`src/rtl/mpu_rx_pkg.sv`:
```
package mpu_rx_pkg;
  localparam int unsigned PAYLOAD_MAX = 9;
  localparam int unsigned IDX_W       = $clog2(PAYLOAD_MAX + 1);

  typedef enum logic [2:0] {
    RX_IDLE, RX_START, RX_BITS, RX_STOP, RX_HOLD
  } rx_state_e;
endpackage

```
`src/rtl/mpu_rx_sync.sv`:
```
module mpu_rx_sync #(
  parameter int unsigned STAGES = 2
) (
  input  logic clk,
  input  logic arst_n,
  input  logic din,
  output logic rst_n_o,
  output logic dout
);
  logic [STAGES-1:0] rst_q;
  logic [STAGES-1:0] dat_q;

  always_ff @(posedge clk or negedge arst_n) begin
    if (!arst_n) rst_q <= '0;
    else         rst_q <= {rst_q[STAGES-2:0], 1'b1};
  end

  assign rst_n_o = rst_q[STAGES-1];

  always_ff @(posedge clk or negedge rst_n_o) begin
    if (!rst_n_o) dat_q <= '1;
    else          dat_q <= {dat_q[STAGES-2:0], din};
  end

  assign dout = dat_q[STAGES-1];
endmodule

```
`src/rtl/mpu_rx_deframe.sv`:
```
module mpu_rx_deframe
  import mpu_rx_pkg::*;
#(
  parameter int unsigned OVS = 16
) (
  input  logic                   clk,
  input  logic                   rst_n,
  input  logic                   tick,
  input  logic                   line,
  input  logic                   frame_long,
  output logic                   done,
  output logic                   stop_ok,
  output logic [PAYLOAD_MAX-1:0] raw,
  output logic                   in_idle,
  output logic                   start_seen
);
  localparam int unsigned OVS_W = $clog2(OVS);
  localparam int unsigned MID   = OVS / 2;

  rx_state_e               st_q, st_d;
  logic [OVS_W-1:0]        cnt_q, cnt_d;
  logic [IDX_W-1:0]        bidx_q, bidx_d;
  logic [PAYLOAD_MAX-1:0]  sh_q, sh_d;
  logic [1:0]              smp_q, smp_d;
  logic                    vote, at_vote, at_end;
  logic [IDX_W-1:0]        last_idx;

  assign vote     = (smp_q[0] & smp_q[1]) | (smp_q[0] & line) | (smp_q[1] & line);
  assign at_vote  = (cnt_q == OVS_W'(MID + 1));
  assign at_end   = (cnt_q == OVS_W'(OVS - 1));
  assign last_idx = frame_long ? IDX_W'(PAYLOAD_MAX - 1) : IDX_W'(PAYLOAD_MAX - 2);

  always_comb begin
    st_d       = st_q;
    cnt_d      = cnt_q;
    bidx_d     = bidx_q;
    sh_d       = sh_q;
    smp_d      = smp_q;
    done       = 1'b0;
    stop_ok    = 1'b0;
    start_seen = 1'b0;
    if (tick) begin
      if (st_q != RX_IDLE && st_q != RX_HOLD)
        cnt_d = at_end ? '0 : cnt_q + OVS_W'(1);
      if (cnt_q == OVS_W'(MID - 1)) smp_d[0] = line;
      if (cnt_q == OVS_W'(MID))     smp_d[1] = line;
      unique case (st_q)
        RX_IDLE: if (!line) begin
          st_d       = RX_START;
          cnt_d      = '0;
          sh_d       = '0;
          start_seen = 1'b1;
        end
        RX_START: begin
          if (at_vote && vote) st_d = RX_IDLE;
          else if (at_end) begin
            st_d   = RX_BITS;
            bidx_d = '0;
          end
        end
        RX_BITS: begin
          if (at_vote) sh_d[bidx_q] = vote;
          if (at_end) begin
            if (bidx_q == last_idx) st_d = RX_STOP;
            else bidx_d = bidx_q + IDX_W'(1);
          end
        end
        RX_STOP: if (at_vote) begin
          done    = 1'b1;
          stop_ok = vote;
          st_d    = vote ? RX_IDLE : RX_HOLD;
        end
        RX_HOLD: if (line) st_d = RX_IDLE;
        default: st_d = RX_IDLE;
      endcase
    end
  end

  always_ff @(posedge clk or negedge rst_n) begin
    if (!rst_n) begin
      st_q   <= RX_IDLE;
      cnt_q  <= '0;
      bidx_q <= '0;
      sh_q   <= '0;
      smp_q  <= '1;
    end else begin
      st_q   <= st_d;
      cnt_q  <= cnt_d;
      bidx_q <= bidx_d;
      sh_q   <= sh_d;
      smp_q  <= smp_d;
    end
  end

  assign raw     = sh_q;
  assign in_idle = (st_q == RX_IDLE);
endmodule

```
`src/rtl/mpu_rx_idle_det.sv`:
```
module mpu_rx_idle_det
  import mpu_rx_pkg::*;
#(
  parameter int unsigned OVS = 16
) (
  input  logic clk,
  input  logic rst_n,
  input  logic tick,
  input  logic line,
  input  logic in_idle,
  input  logic start_seen,
  input  logic frame_long,
  output logic idle_evt
);
  localparam int unsigned LIM_MAX = (PAYLOAD_MAX + 2) * OVS;
  localparam int unsigned IDLE_W  = $clog2(LIM_MAX + 1);

  logic              armed_q, armed_d;
  logic [IDLE_W-1:0] cnt_q, cnt_d;
  logic [IDLE_W-1:0] lim;

  assign lim = frame_long ? IDLE_W'((PAYLOAD_MAX + 2) * OVS - 1)
                          : IDLE_W'((PAYLOAD_MAX + 1) * OVS - 1);

  always_comb begin
    armed_d  = armed_q;
    cnt_d    = cnt_q;
    idle_evt = 1'b0;
    if (start_seen) begin
      armed_d = 1'b1;
      cnt_d   = '0;
    end else if (tick && armed_q && in_idle) begin
      if (!line) cnt_d = '0;
      else if (cnt_q >= lim) begin
        idle_evt = 1'b1;
        armed_d  = 1'b0;
        cnt_d    = '0;
      end else cnt_d = cnt_q + IDLE_W'(1);
    end
  end

  always_ff @(posedge clk or negedge rst_n) begin
    if (!rst_n) begin
      armed_q <= 1'b0;
      cnt_q   <= '0;
    end else begin
      armed_q <= armed_d;
      cnt_q   <= cnt_d;
    end
  end
endmodule

```
`src/rtl/mp_uart_rx.sv`:
```
module mp_uart_rx
  import mpu_rx_pkg::*;
#(
  parameter int unsigned OVS         = 16,
  parameter int unsigned SYNC_STAGES = 2
) (
  input  logic                   clk,
  input  logic                   rst_n,
  input  logic                   os_tick,
  input  logic                   rx_line,
  input  logic                   frame_long,
  input  logic                   par_en,
  input  logic                   par_odd,
  input  logic                   wake_on_addr,
  input  logic                   mute_req,
  input  logic                   rd_ack,
  output logic [PAYLOAD_MAX-1:0] rx_word,
  output logic                   data_rdy,
  output logic                   par_err,
  output logic                   frm_err,
  output logic                   ovr_err,
  output logic                   idle_seen,
  output logic                   muted,
  output logic                   irq
);
  logic                   rst_n_s, line_s;
  logic                   fr_done, fr_stop_ok, in_idle, start_seen, idle_evt;
  logic [PAYLOAD_MAX-1:0] fr_raw, word_c;
  logic [IDX_W-1:0]       ndata;
  logic                   pbit, addr_bit, par_bad, take;

  logic                   muted_q, muted_d, rdy_q, rdy_d, perr_q, perr_d;
  logic                   ferr_q, ferr_d, ovr_q, ovr_d, idle_q, idle_d;
  logic [PAYLOAD_MAX-1:0] word_q, word_d;

  mpu_rx_sync #(.STAGES(SYNC_STAGES)) u_sync (
    .clk(clk), .arst_n(rst_n), .din(rx_line), .rst_n_o(rst_n_s), .dout(line_s)
  );

  mpu_rx_deframe #(.OVS(OVS)) u_deframe (
    .clk(clk), .rst_n(rst_n_s), .tick(os_tick), .line(line_s),
    .frame_long(frame_long), .done(fr_done), .stop_ok(fr_stop_ok),
    .raw(fr_raw), .in_idle(in_idle), .start_seen(start_seen)
  );

  mpu_rx_idle_det #(.OVS(OVS)) u_idle (
    .clk(clk), .rst_n(rst_n_s), .tick(os_tick), .line(line_s),
    .in_idle(in_idle), .start_seen(start_seen), .frame_long(frame_long),
    .idle_evt(idle_evt)
  );

  // Data width: payload length minus the parity slot.
  assign ndata = (frame_long ? IDX_W'(PAYLOAD_MAX) : IDX_W'(PAYLOAD_MAX - 1))
               - IDX_W'(par_en);

  always_comb begin
    for (int i = 0; i < int'(PAYLOAD_MAX); i++)
      word_c[i] = fr_raw[i] & (i < int'(ndata));
  end

  assign pbit     = fr_raw[ndata];
  assign addr_bit = fr_raw[ndata - IDX_W'(1)];
  assign par_bad  = par_en & (pbit ^ (^word_c) ^ par_odd);
  assign take     = fr_done & (!muted_q | (wake_on_addr & addr_bit & !mute_req));

  always_comb begin
    muted_d = muted_q;
    rdy_d   = rdy_q;
    perr_d  = perr_q;
    ferr_d  = ferr_q;
    ovr_d   = ovr_q;
    idle_d  = idle_q;
    word_d  = word_q;
    if (rd_ack) begin
      rdy_d  = 1'b0;
      perr_d = 1'b0;
      ferr_d = 1'b0;
      ovr_d  = 1'b0;
      idle_d = 1'b0;
    end
    if (take) begin
      muted_d = 1'b0;
      if (rdy_q) ovr_d = 1'b1;
      else begin
        word_d = word_c;
        rdy_d  = 1'b1;
        perr_d = par_bad;
        ferr_d = !fr_stop_ok;
      end
    end
    if (idle_evt) begin
      if (!muted_q)          idle_d  = 1'b1;
      else if (!wake_on_addr) muted_d = 1'b0;
    end
    if (mute_req) muted_d = 1'b1;
  end

  always_ff @(posedge clk or negedge rst_n_s) begin
    if (!rst_n_s) begin
      muted_q <= 1'b0;
      rdy_q   <= 1'b0;
      perr_q  <= 1'b0;
      ferr_q  <= 1'b0;
      ovr_q   <= 1'b0;
      idle_q  <= 1'b0;
      word_q  <= '0;
    end else begin
      muted_q <= muted_d;
      rdy_q   <= rdy_d;
      perr_q  <= perr_d;
      ferr_q  <= ferr_d;
      ovr_q   <= ovr_d;
      idle_q  <= idle_d;
      word_q  <= word_d;
    end
  end

  assign rx_word   = word_q;
  assign data_rdy  = rdy_q;
  assign par_err   = perr_q;
  assign frm_err   = ferr_q;
  assign ovr_err   = ovr_q;
  assign idle_seen = idle_q;
  assign muted     = muted_q;
  assign irq       = !muted_q & (rdy_q | perr_q | ferr_q | ovr_q | idle_q);

  p_no_flags_asleep_r8: assert property (@(posedge clk) disable iff (!rst_n_s)
    ($past(muted_q) && muted_q) |-> !($rose(rdy_q) || $rose(ovr_q) || $rose(perr_q) || $rose(ferr_q)));
  p_idle_wake_quiet_r9: assert property (@(posedge clk) disable iff (!rst_n_s)
    $past(muted_q) |-> !$rose(idle_q));
  p_mute_wins_r12: assert property (@(posedge clk) disable iff (!rst_n_s)
    mute_req |=> muted_q);
  p_ack_clears_r5: assert property (@(posedge clk) disable iff (!rst_n_s)
    (rd_ack && !fr_done) |=> !rdy_q);
  p_keep_old_word_r6: assert property (@(posedge clk) disable iff (!rst_n_s)
    (rdy_q && !rd_ack) |=> $stable(word_q));
  p_wake_needs_event_r10: assert property (@(posedge clk) disable iff (!rst_n_s)
    $fell(muted_q) |-> $past(fr_done || idle_evt));
endmodule

```
`config.mk`:
```
export PLATFORM = sky130hd
export DESIGN_NAME = mp_uart_rx
export DESIGN_NICKNAME = d
export VERILOG_FILES = /design/src/rtl/mpu_rx_pkg.sv /design/src/rtl/mpu_rx_sync.sv /design/src/rtl/mpu_rx_deframe.sv /design/src/rtl/mpu_rx_idle_det.sv /design/src/rtl/mp_uart_rx.sv
export SDC_FILE = /design/constraint.sdc
export NUM_CORES = 1
export LEC_CHECK = 0
export BUFFER_PORTS_ARGS = -buffer_cell sky130_fd_sc_hd__buf_2
export CAP_MARGIN = 10
export CELL_PAD_IN_SITES_DETAIL_PLACEMENT = 1
export CELL_PAD_IN_SITES_GLOBAL_PLACEMENT = 2
export CORE_MARGIN = 3
export CORE_UTILIZATION = 39
export DETAILED_ROUTE_END_ITERATION = 8
export PLACE_DENSITY = 0.9
export SYNTH_ARGS = -nofsm -noshare
export SYNTH_HDL_FRONTEND = slang
export SYNTH_SLANG_ARGS = --single-unit
```
`constraint.sdc`:
```
create_clock -name clk -period 1.9 [get_ports clk]
set_input_delay 0.095 -clock clk [delete_from_list [all_inputs] [get_ports clk]]
set_output_delay 0.095 -clock clk [all_outputs]
set_load 0.02 [all_outputs]
```
==> metrics.txt, run 1 <==
DR pass1 iterations=4; Diodes inserted=0; unrepaired setup endpoints after global routing=true; vias in the first global route=2385; Crit Path Category=flop to flop; nets@finish=roughly 350; Syn. warnings=0; total grt overflow=0; worst hold path type=input port to flop; Die Area=between 8000 and 9000 um2; DP HPWL=5134 um; Net Count, Synth=290; 1st-iter DRT viols=55; CTS root buf=clkbuf_8; reg2reg setup slack=approximately 63 ps; TritonCTS clock tree=built; share of cells above drive strength 1=between 30% and 40%; FF+latch count, synth=50; post-synthesis sequential area ratio=45.04%; number of I/O port buffers=25; worst endpoint required time=between 2000 and 2500 ps; clock sink count=50; Antenna Violating Nets Remaining=0; row count=30; Crit Path Max Fanout=13; number of H-tree levels=2; Final Max Slew Viols=0; DR WL/cell=approximately 16 um; Final Cell Area=between 3000 and 4000 um2; post-DR vias/cell=~5.2; syn_area_per_cell=between 10 and 15 um2; Post-Syn Area=roughly 2800 um2; DP Area=around 3200 um2; clock skew=between 9 and 10 ps; Yosys top cell area share=a little over 40%; top-count cell post-synth=dfrtp_1; VDD IR-drop max=about 0.50 mV; DRT Wirelength=6893 um; CTS max path bufs=2; Power Total=approximately 3.4 mW; first-pass GRT wire length=roughly 12000 um; status=finished clean; Layout Cells excl Fill=about 430; Num CTS Buffers=5; dpl cells=between 400 and 500; Worst EP arrival=slightly above 2000 ps; Placeable Area=a little under 7000 um2; gr usage total=approximately 17%; fmax=roughly 0.54 GHz; max-capacitance violation count=0; async set-reset flop share out of synthesis=100.0%; DRC violations left=0; Initial Utilization=approximately two fifths; Post-Syn Instances=between 200 and 300; largest net degree at the start of global routing=21; initial antenna violation count=0; period utilization=a little over nine tenths; Main synth FF type=dfrtp_1; Die Ht=around 91 um; Hold Fails Final Rpt=0; Pleak=around 1.6 nW; top area cells in the synthesized netlist=dfrtp_1, ha_1, dfstp_2, o21ai_0, mux2_4; Crit. End Element=flop; number of enable flip-flop cells after synthesis=0; number of unique standard cell types used by synthesis=between 50 and 60; Power Density=984.5 nW/um2; Area growth syn-to-layout=24.32%; Worst-path clk slew=approximately 90 ps; Die X=just over 90 um; Post-synth top cells=dfrtp_1, o21ai_0, a21oi_1, inv_1, nor2_1; fillcell total=between 700 and 800; via count=roughly 2200; biggest area consumer among synthesized cells=dfrtp_1; worst skew pair latency=300 ps; # setup viols final=0; routability cong.=just over 0.8; Critical Path Source Type=flop; # IOs=26; min Tclk post-route=1837 ps
-- worst max-delay path, cell delays in order, from the launching register on --
cell	delay, ps
dfrtp_1	390
buf_4	190
or4b_4	520
nor3b_4	310
buf_4	170
xnor2_1	110
nor2_1	50
-- area by class of cell --
type / count / area [um2] / share of cell area (%)
clock inverters: 1 / 30.03 / 0.8661
flip-flops and latches: 50 / 1257 / 36.27
multi-input cells: 193 / 1481 / 42.73
inverters: 17 / 63.81 / 1.840
repair buffers: 64 / 437.9 / 12.63
well taps: 96 / 120.1 / 3.464
clock buffers: 7 / 76.32 / 2.201
-- through the flow --
stage	hold slack [ps]	setup TNS [ps]	utilization, %	worst slack [ps]
after global placement	-118.3	-1928	46.99	-234.2
after global routing	13.85	-65.41	50.47	-26.14
after CTS	1.519	0	49.78	7.200
after detailed placement	-117.0	-3105	46.99	-328.0
final	6.108	0	50.47	63.33
after floorplan	-200.6	0	-	23.82
-- registers in the layout, indices dropped and copies added (netlist names) --
register and count:
u_idle.cnt_q 8, rx_word 9, u_deframe.raw 9, frm_err 1, u_deframe.cnt_q 4, u_sync.dat_q 2, u_deframe.smp_q 2, u_idle.armed_q 1
par_err 1, u_deframe.bidx_q 4, muted 1, ovr_err 1, u_sync.rst_q 2, data_rdy 1, idle_seen 1, u_deframe.st_q 3
-- cell usage in the layout, fill, tap and decap left out, drive strengths merged, types with 3 or more instances in the layout --
| master | instances |
|---|---|
| nand2 | 14 |
| a21boi | 4 |
| dfstp | 4 |
| ha | 13 |
| xor2 | 6 |
| dfrtp | 46 |
| nand3 | 11 |
| inv | 16 |
| nand2b | 9 |
| nand4 | 3 |
| nor3b | 4 |
| and3 | 3 |
| dlygate4sd3 | 3 |
| a21bo | 8 |
| xnor2 | 6 |
| nor3 | 3 |
| mux2i | 3 |
| buf | 61 |
| mux2 | 11 |
| o21ai | 19 |
| a21oi | 16 |
| a31oi | 3 |
| nor2b | 3 |
| clkbuf | 7 |
| nor2 | 17 |
| o22ai | 4 |
-- logic make-up (layout without fill, tap and decap cells) --
family	after synthesis	after routing	synth area share [%]
DFF	50	50	45.04
AOI/OAI and AO/OA	70	70	16.69
buffers and inverters	24	89	3.634
adders and majority gates	14	14	6.191
other	1	1	0.1345
xor gates and xnor gates	14	14	5.383
and+or+nand+nor	79	79	15.79
muxes	15	15	7.133
-- final timing paths --
path | startpoint | to | cells past startpoint
max reg2reg | u_deframe.st_q[1] | u_idle.cnt_q[3] | 6
min reg2reg | u_sync.rst_q[1] | u_idle.cnt_q[1] | 0
min in group asynchronous | rst_n | u_sync.rst_q[1] | 2
max in group asynchronous | u_sync.rst_q[1] | u_deframe.st_q[1] | 1
max | u_deframe.st_q[1] | u_idle.cnt_q[3] | 6
min | rd_ack | data_rdy | 2
-- routing by layer --
metal | routed length (um) | vias up | part of all wire [%] | GRT usage [%]
li1 | - | 1083 | - | -
met1 | 3264 | 1109 | 47 | 22.75
met2 | 3367 | 32 | 49 | 29.83
met3 | 218 | 4 | 3.2 | 3.083
met4 | 42 | 0 | 0.61 | 3.444
met5 | 0 | - | 0 | 0
-- timing repair --
item	CTS	global route
setup buffers	3	4
resized for setup	4	6
endpoints found under the hold margin	4	0
pin swaps	2	4
endpoints found under the setup margin	14	19
hold buffers	3	0
gates cloned	0	0
-- where the power goes --
group          internal, mW  leakage [nW]  switching (mW)
logic                 0.588         0.952           0.677
clock network         0.395        0.0524           0.356
registers              1.25         0.641           0.150
total                  2.23          1.64            1.18
Power figures use the tool's default switching activity.
==> inputs of run 2 (changes only) <==
--- a/config.mk
+++ b/config.mk
@@ -9,10 +9,12 @@
 export CAP_MARGIN = 10
 export CELL_PAD_IN_SITES_DETAIL_PLACEMENT = 1
 export CELL_PAD_IN_SITES_GLOBAL_PLACEMENT = 2
+export CORE_ASPECT_RATIO = 1.75
 export CORE_MARGIN = 3
 export CORE_UTILIZATION = 39
 export DETAILED_ROUTE_END_ITERATION = 8
-export PLACE_DENSITY = 0.9
+export PLACE_DENSITY = 0.89
 export SYNTH_ARGS = -nofsm -noshare
 export SYNTH_HDL_FRONTEND = slang
+export SYNTH_HIERARCHICAL = 1
 export SYNTH_SLANG_ARGS = --single-unit
==> run 2 against run 1 <==
  * Clock-buffer cell count is 1 lower
  * Worst hold slack better by 16 ps
  * Combinational power is 36% lower
  * The flow now finishes with violations (negative setup slack)
  * Sequential cell count stayed put
  * Via count is 17% higher
  * Highest routed layer unchanged
  * Utilization is 2.6 points higher
  * Die area is 8.6% higher
  * Largest power group unchanged
  * Fmax is 3.4% lower
  * Critical endpoint is now u_deframe/raw[1]
  * Total power is 9.2% lower
==> metrics.txt, run 2 <==
fmax=0.5259 GHz (-3.4%); fin util=53.10% (+2.6 points); 1st-iter DRT viols=171 (+210%); crit path max-delay cell type=dfrtp_1; failing checks=negative setup slack; routability cong.=0.8589 (+5.4%); Crit Path Category=flop to flop; Num CTS Buffers=5 (unchanged); reg2reg setup slack=-2 ps (-60 ps); status=finished, violations left; main combinational cell family by area after synthesis=compound AO/OA/AOI/OAI gates; Die X=72.64 um (-20%); clock skew=8.570 ps (-0.6980 ps); max-capacitance violation count=0 (unchanged); Yosys top cell area share=37.99% (-3.3 points); max incr delay on CP=430 ps (-90 ps); number of H-tree levels=2 (unchanged); Power Total=3.099 mW (-9.2%); Net Count, Synth=313 (+7.9%); worst endpoint required time=2080 ps (about the same); total grt overflow=0 (unchanged); DRT Wirelength=8739 um (+27%); worst hold path type=input port to flop; gr usage total=19.53% (+2.2 points); final setup TNS=-1.537 ps (-1.537 ps); Antenna Violating Nets Remaining=0 (unchanged); Post-synth top cells=dfrtp_1, nand2_1, inv_1, ha_1, a22o_1; biggest area consumer among synthesized cells=dfrtp_1; DR pass1 iterations=4 (unchanged); share of cells above drive strength 1=36.66% (+4.4 points); post-synthesis mux area share=6.565% (-0.57 points); period utilization=100.1% (+3.4 points); syn_area_per_cell=10.45 um2 (about the same); Syn. warnings=6 (+6); Main synth FF type=dfrtp_1; Hold Path Depth=2 (unchanged); post-DR vias/cell=5.700 (+9.5%); origin of the critical flop-to-flop path=u_deframe/st_q[0]; first-pass GRT wire length=13440 um (+15%); top area cells in the synthesized netlist=dfrtp_1, ha_1, nand2_1, dfstp_2, a22o_1; nets@finish=393 (+11%); Crit Path Max Fanout=6 (-7); FF+latch count, synth=50 (unchanged); CTS max path bufs=2 (unchanged); Post-Syn Instances=290 (+8.6%); Placeable Area=7387 um2 (+7.5%); DP HPWL=6278 um (+22%); initial antenna violation count=0 (unchanged); async set-reset flop share out of synthesis=100.0% (unchanged); number of I/O port buffers=25 (unchanged); Die Area=8906 um2 (+8.6%); area share of and/or/nand/nor cells after synthesis=18.54% (+2.7 points); most frequent cells in the layout=buf_4, dfrtp_1, nand2_1, buf_2, inv_1; r2r endpoint=u_deframe/raw[1]; Die Ht=122.6 um (+35%); post-synthesis sequential area ratio=41.45% (-3.6 points); Critical Path Source Type=flop; HP Start=rd_ack; VDD IR-drop max=0.3947 mV (-21%); Power Density=790.0 nW/um2 (-20%); min Tclk post-route=1902 ps (+64.87 ps); CTS root buf=clkbuf_16; Synth Area in Adders=5.698% (-0.49 points); top-count cell post-synth=dfrtp_1; DR WL/cell=19.12 um (+19%); vias in the first global route=2811 (+18%); Worst EP arrival=2090 ps (+60 ps); worst skew pair latency=290 ps (about the same); row count=41 (+37%); Area growth syn-to-layout=29.44%; number of enable flip-flop cells after synthesis=0 (unchanged); fin worst setup slack=-1.537 ps (-64.87 ps); Hold Fails Final Rpt=0 (unchanged); # setup viols final=1 (+1); Diodes inserted=0 (unchanged); via count=2605 (+17%); fillcell total=842 (+8.4%); largest net degree at the start of global routing=19 (-9.5%); Synth Area in Compound Gates=20.07% (+3.4 points); Crit. End Element=flop; Slew headroom=66.72%; hold path endpoint=data_rdy; ordered cell list for the critical path=buf_4 -> or2_4 -> a2111oi_4 -> buf_2 -> nand2_1 -> a22o_1; DRC violations left=0 (unchanged); Synth Area in XOR/XNOR=2.890% (-2.5 points); Final Max Slew Viols=0 (unchanged); Post-Syn Area=3030 um2 (+8.7%); TritonCTS clock tree=built; Initial Utilization=41.02% (+0.42 points); # IOs=26 (unchanged); Slew @ Worst Pin=roughly 500 ps; Worst-path clk slew=70 ps (-20 ps); most common cell after layout, fill and taps aside=buf_4; Pleak=1.926 nW (+17%); unrepaired setup endpoints after global routing=true; clock sink count=50 (unchanged); r2r worst-path depth=6 (unchanged); number of unique standard cell types used by synthesis=68 (+15%)
run 2: cell count changes in the layout (fill, tap and decap cells not counted), moves of 6 or more:
cell / delta
a21oi_1: -6
buf_4: +11
a21o_1: +7
o21ai_0: -6
a22o_1: +12
nand2_1: +14
inv_1: +7
a21bo_2: -8
run 2: layer usage:
metal	vias to the layer above	global-route usage [%]	wire, um
met4	0	9.007	398
met2	66	38.07	4907
met1	1303	19.54	3165
met3	30	2.705	268
met5	-	0	0
li1	1206	-	-
run 2: how the worst max path moves through the flow:
stage | end | startpoint
2_1_floorplan | rx_word[2] | u_deframe/st_q[2]
5_1_grt | rx_word[2] | u_deframe/st_q[2]
3_3_place_gp | rx_word[2] | par_en
3_5_place_dp | rx_word[2] | frame_long
6_report | u_deframe/raw[1] | u_deframe/st_q[0]
4_1_cts | u_deframe/st_q[2] | u_deframe/cnt_q[1]
run 2: timing repair:
action | 4_1_cts | 5_1_grt
hold buffers | 2 | 0
pin swaps | 4 | 5
cloned | 0 | 1
setup buffers | 3 | 3
endpoints found under the hold margin | 3 | 0
gates resized for setup | 6 | 13
endpoints found under the setup margin | 20 | 27
run 2: power by group:
| group | internal [mW] | switching (mW) | total, mW |
|---|---|---|---|
| registers | 1.17 | 0.0961 | 1.26 |
| logic | 0.362 | 0.448 | 0.810 |
| clock network | 0.622 | 0.402 | 1.02 |
run 2: final cells by class:
type | instances | area, um2 | area share (%)
well taps | 86 | 107.6 | 2.743
inverters | 24 | 90.09 | 2.297
clock inverters | 2 | 37.54 | 0.9569
repair buffers | 79 | 551.8 | 14.07
flip-flops and latches | 50 | 1257 | 32.06
clock buffers | 6 | 128.9 | 3.285
multi-input cells | 210 | 1749 | 44.59
run 2: logic make-up (layout without fill, tap and decap cells):
kind of cell | Yosys count | in the layout
adders and majority gates | 14 | 14
DFF | 50 | 50
muxes | 16 | 16
xor gates and xnor gates | 10 | 10
AOI/OAI and AO/OA | 73 | 73
and+or+nand+nor | 96 | 96
buffers and inverters | 30 | 111
other | 1 | 1
run 2: worst max-delay path: cells and delay by family (launching register included):
kind,cells,cell delay [ps]
compound gates,2,600
buf+inv,2,440
flops,1,430
simple gates,2,320
run 2: per-stage QoR:
| stage | hold slack, ps | std cells | setup WS, ps | area [um2] |
|---|---|---|---|---|
| 2_1_floorplan | -200.6 | 290 | -84.78 | 3058 |
| 3_3_place_gp | -119.0 | 440 | -41.70 | 3578 |
| 3_5_place_dp | -119.5 | 440 | -102.2 | 3578 |
| 4_1_cts | 17.31 | 453 | 7.319 | 3824 |
| 5_1_grt | 46.97 | 457 | -116.5 | 3923 |
| 6_report | 21.92 | 457 | -1.537 | 3923 |
==> inputs of run 3 (changes only) <==
--- a/config.mk
+++ b/config.mk
@@ -11,9 +11,9 @@
 export CELL_PAD_IN_SITES_GLOBAL_PLACEMENT = 2
 export CORE_ASPECT_RATIO = 1.75
 export CORE_MARGIN = 3
-export CORE_UTILIZATION = 39
+export CORE_UTILIZATION = 35
 export DETAILED_ROUTE_END_ITERATION = 8
-export PLACE_DENSITY = 0.89
+export PLACE_DENSITY = 0.85
 export SYNTH_ARGS = -nofsm -noshare
 export SYNTH_HDL_FRONTEND = slang
 export SYNTH_HIERARCHICAL = 1
==> constraint.sdc (replaced) <==
create_clock -name clk -period 1.7 [get_ports clk]
set_input_delay 0.085 -clock clk [delete_from_list [all_inputs] [get_ports clk]]
set_output_delay 0.085 -clock clk [all_outputs]
set_load 0.02 [all_outputs]
==> run 3 against run 2 <==
  * The run still ends with negative setup slack left
  * Clock power increased by 14%
  * Critical endpoint is now rx_word[7]
  * Clock-buffer cell count decreased by 1
  * Via count increased by 3.3%
  * Sequential power increased by 13%
  * Critical path type unchanged
==> metrics.txt, run 3 (same netlist as run 2, synthesis figures left out) <==
status=finished, violations left; failing checks=negative setup slack; share of cells above drive strength 1=47.86% (+11 points); period utilization=112.4% (+12 points); first-pass GRT wire length=14720 um (+9.5%); clock skew=3.159 ps (-5.412 ps); most frequent cells in the layout=buf_4, dfrtp_1, buf_2, inv_1, nand2_1; Diodes inserted=0 (unchanged); total grt overflow=0 (unchanged); number of H-tree levels=2 (unchanged); TritonCTS clock tree=built; CTS root buf=clkbuf_16; Hold Fails Final Rpt=0 (unchanged); vias in the first global route=2953 (+5.1%); DRC violations left=0 (unchanged); min Tclk post-route=1911 ps (+9.170 ps); fmax=0.5234 GHz (-0.48%); DR pass1 iterations=4 (unchanged); Crit Path Max Fanout=10 (+4); DP Area=3785 um2 (+5.8%); Die Area=9855 um2 (+11%); unrepaired setup endpoints after global routing=true; Pint=2.506 mW (+16%); nets@finish=419 (+6.6%); # IOs=26 (unchanged); hold slack=66.65 ps (+44.72 ps); worst skew pair latency=290 ps (about the same); max-capacitance violation count=0 (unchanged); Placeable Area=8368 um2 (+13%); routability cong.=0.8008 (-6.8%); fillcell total=932 (+11%); Initial Utilization=36.21% (-4.8 points); Final Max Slew Viols=0 (unchanged); row count=44 (+7.3%); CTS max path bufs=2 (unchanged); Worst-path clk slew=70 ps (about the same); Switching Share=31.76% (+1.2 points); Pleak=2.124 nW (+10%); gr usage total=18.94% (-0.59 points); # setup viols final=38 (+37); DP HPWL=6261 um (-0.28%); 1st-iter DRT viols=102 (-40%); Critical Path Source Type=flop; Crit Path Category=flop to flop; Flop pwr share=38.7% (-2.1 points); Crit. End Element=flop; largest net degree at the start of global routing=31 (+12); Area growth syn-to-layout=45.99%; worst endpoint required time=1880 ps (-200 ps); DR WL/cell=18.14 um (-5.1%); DRT Wirelength=9288 um (+6.3%); clock sink count=50 (unchanged); worst hold path type=input port to flop; Die Ht=129.1 um (+5.3%); number of I/O port buffers=25 (unchanged); fin util=52.87% (-0.23 points); most common cell after layout, fill and taps aside=buf_4; VDD IR-drop max=0.4845 mV (+23%); combinational power share=29.7% (+3.6 points); initial antenna violation count=0 (unchanged); fin worst setup slack=-210.7 ps (-209.2 ps); Final Cell Area=4424 um2 (+13%); Power Density=830.0 nW/um2 (+5.1%); clock group share of total power=31.6% (-1.5 points); Antenna Violating Nets Remaining=0 (unchanged); Num CTS Buffers=5 (unchanged); via count=2691 (+3.3%); sw power=1.166 mW (+23%); Worst EP arrival=2090 ps (about the same); post-DR vias/cell=5.256 (-7.8%); Die X=76.34 um (+5.1%)
[run 3: final cells by class]
class | instances | area [um2] | area share, %
Timing Repair Buffer | 105 | 807.0 | 18.24
Sequential cell | 50 | 1259 | 28.45
Inverter | 24 | 92.59 | 2.093
Multi-Input combinational cell | 210 | 1952 | 44.12
Clock inverter | 3 | 45.04 | 1.018
Clock buffer | 5 | 125.1 | 2.828
Tap cell | 115 | 143.9 | 3.252
[run 3: metrics by stage]
stage	instances	power, mW	setup WS, ps	setup TNS [ps]
after detailed placement	486	2.298	-298.2	-6930
final	512	3.672	-210.7	-4467
after global placement	486	2.261	-230.0	-5233
after CTS	505	3.625	-156.5	-2993
after floorplan	290	1.911	-284.8	-3314
after global routing	512	3.846	-312.0	-7206
[run 3: power by group through the flow]
stage / logic (mW) / clock network [mW] / registers (mW)
after global placement: 0.837 / 0 / 1.42
after global routing: 1.17 / 1.24 / 1.44
after detailed placement: 0.869 / 0 / 1.43
final: 1.09 / 1.16 / 1.42
after CTS: 1.03 / 1.18 / 1.42
after floorplan: 0.469 / 0 / 1.44
[run 3: routing by layer]
| metal | part of all wire [%] | track usage, % | wire length [um] |
|---|---|---|---|
| met4 | 3.2 | 8.431 | 298 |
| met5 | 0 | 0 | 0 |
| met2 | 58 | 38.98 | 5411 |
| met1 | 37 | 18.41 | 3391 |
| met3 | 2.0 | 2.364 | 185 |
[run 3: path summary, 6_finish.rpt]
check	from	endpoint	slack, ps	cells past startpoint
worst min-delay path	mute_req	muted	70	2
worst max register to register	u_deframe/st_q[2]	rx_word[7]	-210	7
worst min register to register	u_sync/rst_q[1]	u_idle/armed_q	230	0
worst max-delay path	u_deframe/st_q[2]	rx_word[7]	-210	7
min in group asynchronous	rst_n	u_sync/rst_q[0]	100	2
max in group asynchronous	u_sync/rst_q[1]	u_deframe/smp_q[0]	890	1
[run 3: timing repair]
item / 4_1_cts / 5_1_grt
setup buffers: 8 / 8
cloned: 1 / 0
pin swaps: 20 / 9
hold endpoints to repair: 4 / 0
setup endpoints to repair: 38 / 38
resized for setup: 56 / 18
hold buffers: 3 / 0
[run 3: worst max-delay path, cell delays in order, from the launching register on]
cell and delay (ps):
dfrtp_1 410, nand3b_1 270, nor3_4 250, nand2_2 100, a2111oi_4 240, nor2_2 90
buf_12 160, mux2_4 290
